<file path="src/rtl/trig_pkg.sv">
// trig_pkg: line-vector layout shared by decoder and bench-facing docs.
// Assumes row lines first, then columns, then up-diagonals, then down-diagonals.
package trig_pkg;
    function automatic int bus_count(input int nr, input int nc);
        return nr + nc + 2 * (nr + nc - 1);
    endfunction

    function automatic int line_row(input int r);
        return r;
    endfunction

    function automatic int line_col(input int nr, input int c);
        return nr + c;
    endfunction

    function automatic int line_up(input int nr, input int nc, input int r, input int c);
        return nr + nc + r + c;
    endfunction

    function automatic int line_dn(input int nr, input int nc, input int r, input int c);
        return 2 * nr + 2 * nc - 1 + r - c + nc - 1;
    endfunction
endpackage

</file>
<file path="src/rtl/fire_line_decode.sv">
// fire_line_decode: combinational candidate map, one bit per pixel,
// high when all four shared lines of that pixel are high.
// Assumes the layout of trig_pkg; pixel index is r*COLS+c.
module fire_line_decode #(
    parameter int ROWS = 8,
    parameter int COLS = 8,
    localparam int NB   = trig_pkg::bus_count(ROWS, COLS),
    localparam int NPIX = ROWS * COLS
) (
    input  logic [NB-1:0]   lines,
    output logic [NPIX-1:0] cand
);
    for (genvar r = 0; r < ROWS; r++) begin : g_row
        for (genvar c = 0; c < COLS; c++) begin : g_col
            // AND of row, column and both diagonals for pixel (r,c)
            assign cand[r*COLS+c] = lines[trig_pkg::line_row(r)]
                                  & lines[trig_pkg::line_col(ROWS, c)]
                                  & lines[trig_pkg::line_up(ROWS, COLS, r, c)]
                                  & lines[trig_pkg::line_dn(ROWS, COLS, r, c)];
        end
    end
endmodule

</file>
<file path="src/rtl/ghost_filter.sv">
// ghost_filter: removes surrounded candidates that also appear in an
// adjacent interval. Edge pixels (fewer than eight neighbours) pass through.
module ghost_filter #(
    parameter int ROWS = 8,
    parameter int COLS = 8,
    localparam int NPIX = ROWS * COLS
) (
    input  logic [NPIX-1:0] cand_prev,
    input  logic [NPIX-1:0] cand_cur,
    input  logic [NPIX-1:0] cand_next,
    output logic [NPIX-1:0] confirmed
);
    for (genvar r = 0; r < ROWS; r++) begin : g_row
        for (genvar c = 0; c < COLS; c++) begin : g_col
            localparam int P = r * COLS + c;
            if (r > 0 && r < ROWS - 1 && c > 0 && c < COLS - 1) begin : g_inner
                logic ring;
                // all eight neighbours are candidates in the current interval
                assign ring = cand_cur[P-COLS-1] & cand_cur[P-COLS] & cand_cur[P-COLS+1]
                            & cand_cur[P-1]                          & cand_cur[P+1]
                            & cand_cur[P+COLS-1] & cand_cur[P+COLS] & cand_cur[P+COLS+1];
                // drop when surrounded and seen in a neighbouring interval
                assign confirmed[P] = cand_cur[P] & ~(ring & (cand_prev[P] | cand_next[P]));
            end else begin : g_edge
                assign confirmed[P] = cand_cur[P];
            end
        end
    end
endmodule

</file>
<file path="src/rtl/first_fire_store.sv">
// first_fire_store: per-pixel fired bit and first-interval stamp.
// Assumes wr_en pulses once per judged interval; only first write sticks.
module first_fire_store #(
    parameter int NPIX = 64,
    parameter int TW   = 4
) (
    input  logic             clk,
    input  logic             rst_n,
    input  logic             clear,
    input  logic             wr_en,
    input  logic [NPIX-1:0]  conf,
    input  logic [TW-1:0]    stamp_in,
    output logic [NPIX-1:0]  fired,
    output logic [NPIX*TW-1:0] stamps
);
    // latch the first confirmed interval of each pixel
    always_ff @(posedge clk) begin
        if (!rst_n || clear) begin
            fired  <= '0;
            stamps <= '0;
        end else if (wr_en) begin
            for (int p = 0; p < NPIX; p++) begin
                if (conf[p] && !fired[p]) begin
                    fired[p]             <= 1'b1;
                    stamps[p*TW +: TW]   <= stamp_in;
                end
            end
        end
    end

    AST_FIRED_STICKY: assert property (@(posedge clk) disable iff (!rst_n)
        !clear |=> ((fired & $past(fired)) == $past(fired)));
endmodule

</file>
<file path="src/rtl/pixel_fire_decoder.sv">
// pixel_fire_decoder: top. Samples shared lines per strobe, keeps a
// three-interval candidate window, judges the middle interval and records
// first confirmed fires. Assumes a frame has at most 2**TW intervals and is
// followed by one look-ahead strobe.
module pixel_fire_decoder #(
    parameter int ROWS = 8,
    parameter int COLS = 8,
    parameter int TW   = 4,
    localparam int NB   = trig_pkg::bus_count(ROWS, COLS),
    localparam int NPIX = ROWS * COLS,
    localparam int IW   = TW + 1
) (
    input  logic                 clk,
    input  logic                 rst_n,
    input  logic                 clear,
    input  logic                 samp_valid,
    input  logic                 samp_last,
    input  logic [NB-1:0]        bus_lines,
    output logic [NPIX-1:0]      fired_map,
    output logic [NPIX*TW-1:0]   fire_time,
    output logic                 frame_done
);
    logic [NPIX-1:0] cand_now, cand_prev_q, cand_cur_q, conf;
    logic [IW-1:0]   intv_q;
    logic [IW-1:0]   judged;
    logic            last_seen_q, done_q, accept;

    fire_line_decode #(.ROWS(ROWS), .COLS(COLS)) u_decode (
        .lines (bus_lines),
        .cand  (cand_now)
    );

    ghost_filter #(.ROWS(ROWS), .COLS(COLS)) u_filter (
        .cand_prev (cand_prev_q),
        .cand_cur  (cand_cur_q),
        .cand_next (cand_now),
        .confirmed (conf)
    );

    assign accept = samp_valid && !done_q && !clear;
    assign judged = intv_q - IW'(1);

    // shift the candidate window and advance the frame sequencing
    always_ff @(posedge clk) begin
        if (!rst_n || clear) begin
            cand_prev_q <= '0;
            cand_cur_q  <= '0;
            intv_q      <= '0;
            last_seen_q <= 1'b0;
            done_q      <= 1'b0;
        end else if (accept) begin
            cand_prev_q <= cand_cur_q;
            cand_cur_q  <= cand_now;
            intv_q      <= intv_q + IW'(1);
            if (last_seen_q) done_q <= 1'b1;
            else if (samp_last) last_seen_q <= 1'b1;
        end
    end

    first_fire_store #(.NPIX(NPIX), .TW(TW)) u_store (
        .clk      (clk),
        .rst_n    (rst_n),
        .clear    (clear),
        .wr_en    (accept),
        .conf     (conf),
        .stamp_in (judged[TW-1:0]),
        .fired    (fired_map),
        .stamps   (fire_time)
    );

    assign frame_done = done_q;

    AST_CLEAR_ZEROES: assert property (@(posedge clk) disable iff (!rst_n)
        clear |=> (fired_map == '0 && !frame_done));
    AST_DONE_HOLDS: assert property (@(posedge clk) disable iff (!rst_n)
        (frame_done && !clear) |=> (frame_done && $stable(fired_map) && $stable(fire_time)));
    AST_IDLE_STABLE: assert property (@(posedge clk) disable iff (!rst_n)
        (!samp_valid && !clear) |=> ($stable(fired_map) && $stable(fire_time) && $stable(frame_done)));
    AST_CONF_SUBSET: assert property (@(posedge clk) disable iff (!rst_n)
        ((conf & ~cand_cur_q) == '0));
endmodule

</file>
<file path="config.mk">
export PLATFORM = sky130hd
export DESIGN_NAME = pixel_fire_decoder
export DESIGN_NICKNAME = d
export VERILOG_FILES = /design/src/rtl/trig_pkg.sv /design/src/rtl/fire_line_decode.sv /design/src/rtl/ghost_filter.sv /design/src/rtl/first_fire_store.sv /design/src/rtl/pixel_fire_decoder.sv
export SDC_FILE = /design/constraint.sdc
export NUM_CORES = 1
export LEC_CHECK = 0
export CORE_ASPECT_RATIO = 0.7
export CORE_MARGIN = 2
export CORE_UTILIZATION = 40
export CTS_BUF_LIST = sky130_fd_sc_hd__clkbuf_4
export DETAILED_ROUTE_END_ITERATION = 6
export DONT_BUFFER_PORTS = 1
export SYNTH_ARGS = -nofsm -noshare
export SYNTH_HDL_FRONTEND = slang
export SYNTH_HIERARCHICAL = 1
export SYNTH_SLANG_ARGS = --single-unit
</file>
<file path="constraint.sdc">
create_clock -name clk -period 2.9 [get_ports clk]
set_clock_uncertainty 0.05 [all_clocks]
set_input_delay 0.29 -clock clk [delete_from_list [all_inputs] [get_ports clk]]
set_output_delay 0.29 -clock clk [all_outputs]
set_load 0.01 [all_outputs]
</file>
==> results.py <==
metrics = {
    "status": {
        "run_status": "finished clean",
    },
    "setup_path": {
        "max_stage_delay_ns": 0.60,
        "timing.critical_path.depth": 5,
        "timing.reg2reg.worst_path_depth": 5,
        "worst_r2r_startpoint": "frame_done",
        "timing.critical_path.arrival_ns": 3.55,
        "setup.worst_path.start_class": "flop",
        "cp-startpoint": "frame_done",
        "critPathCapture": "u_store/stamps[228]",
        "worst_path_top_cell_family_by_delay": "buffers and inverters",
        "critical_path_cell_by_cell": "or3b_4, inv_8, nand3b_1, mux2i_1, dlygate4sd3_1",
        "reg2reg_slack_ns": 0.11,
        "end_kind": "flop",
        "required_ns": 3.66,
        "cp.buffers_inverters": 2,
        "critical_path_class": "flop to flop",
        "timing.critical_path.fanout_max": 89,
        "critPathSlowestCell": "dlygate4sd3_1",
        "r2r_end": "u_store/stamps[228]",
    },
    "finish": {
        "nNetsFinal": 2096,
        "multiInputGateArea_um2": 8830,
        "post_route_cell_area_um2": 22400,
        "areaGrowthSynthToFinish_pct": 21.2,
        "finish.cell_count_without_fillers": 2725,
        "final-seq-area_um2": 8530,
        "final_core_util": 0.493,
        "final_layout_size_suffix_gt1_frac": 0.106,
        "nFillCells": 4075,
    },
    "logic_synthesis": {
        "postSynthCellCount": 1833,
        "yosys_warnings": 6,
        "syn_area_per_cell_um2": 10.1,
        "synthesis.area_um2": 18400,
        "syn_nets": 1886,
    },
    "drt": {
        "vias_per_cell": 5.65,
        "detail_route.first_pass.iterations": 7,
        "post_dr_wirelength_cell_um": 23.1,
        "vias": 15400,
        "drt_first_iter_violations": 1437,
        "drc_errors": 0,
        "sum_of_routed_wire_length_over_all_layers_mm": 63.1,
        "ant_nets": 0,
    },
    "timing": {
        "slew_viol_final": 0,
        "final-hold-violation-count": 0,
        "maxClockFrequency_mhz": 359,
        "period_needed_ns": 2.79,
        "setup_repair_after_global_routing_missed_its_margin": "false",
        "timing.final.ws_setup_ns": 0.111,
        "worst_hold_slack_ns": 0.121,
        "setup_violations": 0,
        "min_period_over_period": 0.962,
        "timing.max_slew.rel_slack": 0.397,
        "measured_slew_at_the_worst_slew_check_pin_ns": 0.905,
        "timing.setup.tns_ns": 0,
    },
    "die": {
        "floorplan.initialDensity": 0.407,
        "fp.coreArea_um2": 45300,
        "full_die_area_um2": 47900,
        "die_y_um": 184,
        "die_x_um": 261,
        "design.portCount": 372,
        "placement_rows": 65,
    },
    "place": {
        "dp_hpwl_mm": 36.9,
        "place_congestion": 0.880,
        "post_dp_cell_area_um2": 18400,
        "io_buffers": 0,
        "dp_slack_ns": 0.700,
        "dpl.cell_count": 2273,
    },
    "pwr": {
        "power.clock.fraction": 0.440,
        "power_density_relative_to_cell_area_nw_per_um2": 516,
        "total_switching_power_mw": 2.92,
        "total_leakage_power_nw": 10.2,
        "finalPower_mw": 11.5,
        "switching_share": 0.253,
        "power.sequential.fraction": 0.509,
        "comb_power_share": 0.052,
        "vdd_drop_max_mv": 0.249,
        "internal_power_mw": 8.62,
    },
    "global_route": {
        "gr-usage-all-layers": 0.256,
        "grt_first_pass_wirelength_mm": 95.0,
        "antenna_found_initial": 10,
        "number_of_global_route_vias_before_repair": 15600,
        "grt_remaining_overflow": 0,
        "pin_count_of_the_biggest_net_entering_global_routing": 260,
    },
    "clocking": {
        "ctsHoldBuffers": 263,
        "cts_setup_buffers": 0,
        "cts_inserted_buffers": 108,
        "cts.clk_slew.worst_paths_ns": 0.07,
        "max-clock-path-buffers": 3,
        "tritoncts_clock_tree": "built",
        "clock_tree.root_cell": "clkbuf_4",
        "post_cts_resized": 0,
        "cts-htree-levels": 3,
        "worst_skew_pair.late_latency_ns": 0.88,
        "cts.sinks": 426,
    },
    "hold_path": {
        "hp-class": "primary input to flop",
    },
    "job": {
        "max-cap-violations": 0,
    },
}
[worst min-delay path: cells and delay by family]
| kind | cells | cell delay (ns) |
|---|---|---|
| AOI/OAI and AO/OA | 2 | 0.31 |
| and+or+nand+nor | 3 | 0.37 |
[final cells by class]
cell class	count	area share
Clock inverter	22	0.00672
Timing Repair Buffer	281	0.129
Multi-Input combinational cell	1221	0.395
Clock buffer	153	0.0514
Inverter	5	0.00118
Antenna cell	14	0.00157
Sequential cell	426	0.382
Tap cell	603	0.0338
[power by group through the flow]
stage	Combinational, mW	Sequential [mW]	Clock (mW)
2_1_floorplan	0.398	6.00	0
3_3_place_gp	0.379	6.00	0
3_5_place_dp	0.382	6.00	0
4_1_cts	0.588	5.87	5.22
5_1_grt	0.621	5.87	5.56
6_report	0.596	5.87	5.07
[metal layers]
layer | global-route usage | part of all wire
met2 | 0.395 | 0.45
met3 | 0.0904 | 0.093
met4 | 0.110 | 0.035
met1 | 0.323 | 0.42
met5 | 0 | 0
[worst min path at each step]
stage                                      to  cells after the start            start  slack [ns]
after floorplan                   last_seen_q                      2        samp_last        0.38
after global placement        cand_prev_q[19]                      2  cand_prev_q[19]        0.39
after CTS                 u_store/stamps[168]                      3            rst_n      0.0004
final                       u_store/fired[20]                      5    bus_lines[12]        0.12
after global routing      u_store/stamps[168]                      3            rst_n        0.03
after detailed placement      cand_prev_q[19]                      2  cand_prev_q[19]        0.40
[registers in the layout, indices dropped and copies added (netlist names)]
name            flops
last_seen_q         1
frame_done          1
cand_cur_q         64
cand_prev_q        36
u_store/fired      64
u_store/stamps    256
intv_q              4
[cell usage in the layout (no fill, tap or decap)]
master and instances:
clkinvlp_4 2, o31a_1 36, or3_1 2, and3b_1 2, inv_1 4, nand3b_4 40
nand3_1 10, diode_2 14, clkinv_2 2, buf_4 12, and4_1 64, xor2_1 2
buf_16 2, dlygate4sd3_1 261, clkinv_1 15, nand2_1 204, dfxtp_1 426, nor3_1 1
mux2i_1 256, nand3b_1 284, nand2b_4 2, nor2_1 88, o21ai_0 12, nand4_1 41
buf_12 6, inv_8 1, ha_1 2, clkinv_4 1, o211ai_1 4, clkbuf_4 153
or3b_4 1, a21oi_1 170, bufinv_16 2
Note: power is estimated with default switching activity, not from simulation.
